==> src/rtl/shared_infix_matcher.sv <==
module match_chain #(
  parameter int          LEN = 2,
  parameter logic [63:0] STR = "ab"
) (
  input  logic       clk,
  input  logic       rst,
  input  logic       adv,
  input  logic [7:0] in_byte,
  input  logic       en,
  output logic       done
);
  if (LEN == 0) begin : g_empty
    wire unused_ins = ^{clk, rst, adv, in_byte};
    assign done = en;
  end else begin : g_chain
    logic [LEN-1:0] st;
    for (genvar k = 0; k < LEN; k++) begin : g_ch
      localparam logic [7:0] CH = STR[8*(LEN-1-k) +: 8];
      logic prev;
      if (k == 0) begin : g_head
        assign prev = en;
      end else begin : g_link
        assign prev = st[k-1];
      end
      always_ff @(posedge clk) begin
        if (rst)      st[k] <= 1'b0;
        else if (adv) st[k] <= prev & (in_byte == CH);
      end
    end
    assign done = st[LEN-1];

    // the first state only sets when the chain was enabled
    p_stage_needs_enable_r7: assert property (@(posedge clk) disable iff (rst)
      $rose(st[0]) |-> $past(en));
    // idle cycles leave the chain untouched
    p_chain_hold_r5: assert property (@(posedge clk) disable iff (rst)
      !adv |=> $stable(st));
  end
endmodule

module shared_infix_matcher #(
  parameter int          PRE1_LEN  = 2,
  parameter logic [63:0] PRE1_STR  = "ab",
  parameter int          PRE2_LEN  = 2,
  parameter logic [63:0] PRE2_STR  = "cd",
  parameter int          MID_LEN   = 3,
  parameter logic [63:0] MID_STR   = "kqz",
  parameter int          POST1_LEN = 2,
  parameter logic [63:0] POST1_STR = "gh",
  parameter int          POST2_LEN = 2,
  parameter logic [63:0] POST2_STR = "pq"
) (
  input  logic       clk,
  input  logic       rst,
  input  logic       in_valid,
  input  logic [7:0] in_byte,
  output logic       match1,
  output logic       match2
);
  logic pre1_done, pre2_done, mid_done, post1_done, post2_done;
  logic route_q, took_q, to1, to2;

  match_chain #(.LEN(PRE1_LEN), .STR(PRE1_STR)) u_pre1 (
    .clk, .rst, .adv(in_valid), .in_byte, .en(1'b1), .done(pre1_done));
  match_chain #(.LEN(PRE2_LEN), .STR(PRE2_STR)) u_pre2 (
    .clk, .rst, .adv(in_valid), .in_byte, .en(1'b1), .done(pre2_done));
  match_chain #(.LEN(MID_LEN), .STR(MID_STR)) u_mid (
    .clk, .rst, .adv(in_valid), .in_byte, .en(pre1_done | pre2_done),
    .done(mid_done));

  // JK route: J = string 1 leading done, K = string 2 leading done
  always_ff @(posedge clk) begin
    if (rst) route_q <= 1'b0;
    else if (in_valid)
      case ({pre1_done, pre2_done})
        2'b10:   route_q <= 1'b1;
        2'b01:   route_q <= 1'b0;
        2'b11:   route_q <= ~route_q;
        default: route_q <= route_q;
      endcase
  end

  assign to1 = mid_done & route_q;
  assign to2 = mid_done & ~route_q;

  match_chain #(.LEN(POST1_LEN), .STR(POST1_STR)) u_post1 (
    .clk, .rst, .adv(in_valid), .in_byte, .en(to1), .done(post1_done));
  match_chain #(.LEN(POST2_LEN), .STR(POST2_STR)) u_post2 (
    .clk, .rst, .adv(in_valid), .in_byte, .en(to2), .done(post2_done));

  always_ff @(posedge clk) begin
    if (rst) took_q <= 1'b0;
    else     took_q <= in_valid;
  end

  assign match1 = took_q & post1_done;
  assign match2 = took_q & post2_done;

  // nothing reported right after reset
  p_quiet_after_reset_r1: assert property (@(posedge clk)
    rst |=> !match1 && !match2);
  // a pulse only follows an accepted byte
  p_pulse_after_byte_r6: assert property (@(posedge clk) disable iff (rst)
    !in_valid |=> !match1 && !match2);
  // idle cycles keep the route
  p_route_hold_r5: assert property (@(posedge clk) disable iff (rst)
    !in_valid |=> $stable(route_q));
  // a lone string-1 leading completion selects side 1
  p_route_set_r4: assert property (@(posedge clk) disable iff (rst)
    in_valid && pre1_done && !pre2_done |=> route_q);
  // a lone string-2 leading completion selects side 2
  p_route_clr_r4: assert property (@(posedge clk) disable iff (rst)
    in_valid && pre2_done && !pre1_done |=> !route_q);
endmodule

==> config.mk <==
export PLATFORM = sky130hd
export DESIGN_NAME = shared_infix_matcher
export DESIGN_NICKNAME = d
export VERILOG_FILES = /design/src/rtl/shared_infix_matcher.sv
export SDC_FILE = /design/constraint.sdc
export NUM_CORES = 1
export LEC_CHECK = 0
export BUFFER_PORTS_ARGS = -buffer_cell sky130_fd_sc_hd__clkbuf_2
export CORE_AREA = 2 2 50 52
export CTS_CLUSTER_DIAMETER = 120
export DETAILED_ROUTE_END_ITERATION = 7
export DIE_AREA = 0 0 52 54
export PLACE_DENSITY_LB_ADDON = 0.1
export SYNTH_ARGS = -nofsm -noshare
export SYNTH_HDL_FRONTEND = slang
export SYNTH_SLANG_ARGS = --single-unit
==> constraint.sdc <==
create_clock -name clk -period 1.4 [get_ports clk]
set_clock_uncertainty 0.2 [all_clocks]
set_input_delay 0.14 -clock clk [delete_from_list [all_inputs] [get_ports clk]]
set_output_delay 0.14 -clock clk [all_outputs]
set_load 0.03 [all_outputs]
==> flow_summary_export.csv <==
group,metric,value,unit
clocking,cts_tree,"built",
placed_design,dp_slack,0.126,ns
placed_design,dp_cells,108,
logic_synthesis,synth_warnings,0,
sta,hold_violations,0,
die,core,2320,sq um
logic_synthesis,synth_most_common_cell,"dfxtp_1",
routing,routed_wl,1410,um
layout,drive_gt1_frac,0.337,
logic_synthesis,synth_top_area_frac,0.402,
sta,slew_viol_final,0,
sta,rsz0062_at_grt,"false",
die,dieWidth,52,um
worst_setup_path,reg2reg_from,"u_pre2.g_chain.g_ch[1].prev",
logic_synthesis,synthesis.nets,75,
logic_synthesis,post_synth_num_cell_types,29,
clocking,cts_buffer_depth,2,
logic_synthesis,synthSimpleGateAreaFrac,0.384,
job,cap_violations,0,
die,dieArea,2810,sq um
layout,diodes,0,
sta,tns,0,ns
sta,max-slew-margin-rel,0.767,
logic_synthesis,postSynthAreaPerCell,10.1,sq um
logic_synthesis,synth_fa_ha_area_frac,0,
logic_synthesis,async_reset_ff_frac,0,
global_route,grt_first_pass_wirelength,2350,um
worst_setup_path,crit_path_end_kind,"output pin",
sta,max_freq,0.797,GHz
clocking,clkTransAtPathRegs,0.08,ns
die,chipHeight,54,um
die,initial_core_util,0.279,
layout,fin_area,826,sq um
pwr,p_per_area,821,nW/um^2
sta,worst_slew_pin_slew,0.349,ns
layout,area_delta_synth_final,27.4,%
global_route,grt_max_degree,10,
worst_setup_path,cp.required,1.06,ns
worst_setup_path,cp.arrival,0.92,ns
layout,nets,98,
clocking,cts-root-buf,"clkbuf_4",
pwr,peakVddDrop,0.000473,V
placed_design,port_buffers,12,
clocking,clock_sinks,13,
routing,drc,0,
logic_synthesis,synth_compound_gate_area_share,0.174,
logic_synthesis,synthCells,64,
placed_design,gp_congestion,0.720,
worst_setup_path,r2r-end,"u_pre2.g_chain.g_ch[1].prev",
logic_synthesis,yosysSeqAreaShare,0.402,
die,placementRows,18,
worst_setup_path,crit_end,"match2",
clocking,clk_latency,0.27,ns
routing,drt-pass1-iter-count,4,
logic_synthesis,synth_area,648,sq um
sta,fin_ws,0.145,ns
layout,fin_cells,116,
placed_design,hpwl,1090,um
logic_synthesis,synth-xor-area-share,0,
logic_synthesis,synth.top_cells.by_count,"dfxtp_1 (13), a21oi_1 (5), nand2_1 (5), nand2b_1 (5)",
placed_design,dpl-instance-area,759,sq um
global_route,grt_pass1_vias,532,
global_route,overflow,0,
sta,fin_crit_sh,0.897,
layout,largest_reg_flops,2,
routing,via_count,569,
sta,post-route-min-period,1.26,ns
clocking,htreeDepth,1,
hold_path,hold_path_class,"primary input to flop",
run_status,outcome,"complete, no violations",
worst_setup_path,crit_path_start_kind,"flop",
logic_synthesis,ys.flop_type,"dfxtp_1",
worst_setup_path,cp_max_fo,2,
logic_synthesis,synth_top_area_cell,"dfxtp_1",
sta,setup_viol,0,
worst_setup_path,crit_type,"flop to output pin",
routing,vias_per_cell,4.91,
logic_synthesis,ys_ff_latch,13,
worst_setup_path,r2r_slack,0.26,ns
pwr,p_leak,0.303,nW
routing,first_iter_violations,6,
worst_setup_path,reg2regPathDepth,2,
worst_setup_path,cp-startpoint,"u_post2.done",
routing,wl_per_cell,12.1,um
logic_synthesis,synth_top_family_by_area,"simple AND/OR/NAND/NOR gates",
hold_path,whs_path_depth,3,
routing,antenna_left,0,
die,ios,13,
logic_synthesis,synth-edff-count,0,
global_route,antenna_found_initial,0,
clocking,tritoncts.num_buffers,3,
pwr,p_total,678,uW
logic_synthesis,synth_area_leaders,"dfxtp_1 (40%), o41ai_2 (5.0%), nand2b_1 (4.8%)",
global_route,track_usage,0.115,
logic_synthesis,muxShareOfSynthArea,0,
[logic make-up (layout without fill, tap and decap cells)]
kind of cell           count (synthesis)  count (layout)
DFF                                   13              13
buffers and inverters                  4              26
AOI/OAI and AO/OA                     13              13
and+or+nand+nor                       34              34
[critical path: stages (launching register included)]
cell      delay (ns)
dfxtp_1         0.33
and2_1          0.12
clkbuf_2        0.19
[layout make-up]
| type | instances | area, sq um |
|---|---|---|
| fill | 251 | 1490 |
| multi-input combinational | 47 | 362 |
| sequential | 13 | 260 |
| timing repair buffer | 20 | 130 |
| tap | 30 | 37.5 |
| clock buffer | 4 | 26.3 |
| inverter | 2 | 10.0 |
[cell usage in the layout (no fill, tap or decap)]
cell type | netlist | routed
a21oi_1 | 5 | 5
a32o_1 | 2 | 2
and2_1 | 3 | 3
and3_4 | 1 | 1
and3b_1 | 1 | 1
and4b_1 | 1 | 1
and4bb_4 | 1 | 1
buf_4 | 0 | 4
clkbuf_1 | 0 | 1
clkbuf_2 | 0 | 12
clkbuf_4 | 0 | 3
dfxtp_1 | 13 | 13
dlygate4sd3_1 | 0 | 4
inv_1 | 1 | 1
inv_4 | 1 | 1
nand2_1 | 5 | 5
nand2b_1 | 5 | 5
nand2b_4 | 1 | 1
nand3_1 | 3 | 3
nand3_4 | 1 | 1
nand3b_1 | 1 | 1
nand4_1 | 3 | 3
nand4b_1 | 1 | 1
nor2_1 | 2 | 2
nor2b_1 | 2 | 2
nor4b_1 | 1 | 1
nor4b_2 | 1 | 1
o21ai_0 | 2 | 2
o32ai_1 | 1 | 1
o32ai_2 | 1 | 1
o41ai_2 | 2 | 2
or3b_2 | 1 | 1
[worst min path at each step]
stage	start	end	slack, ns
after detailed placement	rst	u_pre2.done	0.18
after global placement	rst	u_pre1.done	0.18
after global routing	in_byte[1]	u_pre2.g_chain.g_ch[1].prev	0.03
after floorplan	in_byte[2]	u_post2.g_chain.g_ch[1].prev	0.04
final	rst	took_q	0.02
after CTS	in_byte[0]	u_mid.done	0.01
[through the flow]
| stage | hold slack (ns) | utilization |
|---|---|---|
| 2_1_floorplan | 0.0392 | - |
| 5_1_grt | 0.0254 | 0.356 |
| 6_report | 0.0195 | 0.356 |
| 3_5_place_dp | 0.180 | 0.327 |
| 3_3_place_gp | 0.178 | 0.327 |
| 4_1_cts | 0.0117 | 0.356 |
[power by group]
group          leakage (nW)  switching (mW)  internal (mW)  total, mW
sequential            0.105        0.000490          0.371      0.371
clock                0.0150           0.117          0.110      0.228
combinational         0.183          0.0410         0.0382     0.0792
total                 0.303           0.159          0.519      0.678
[layer usage]
metal	vias up	GRT usage	part of all wire
met5	-	0	0
met4	0	0.0526	0.0071
met3	2	0.0194	0.031
met2	9	0.186	0.45
met1	274	0.150	0.52
li1	284	-	-
[timing repair]
item | CTS | global route
buffers inserted | 0 | 0
gates resized for setup | 0 | 0
hold endpoints to repair | 5 | 0
hold buffers | 4 | 0
Note: power is estimated with default switching activity, not from simulation.
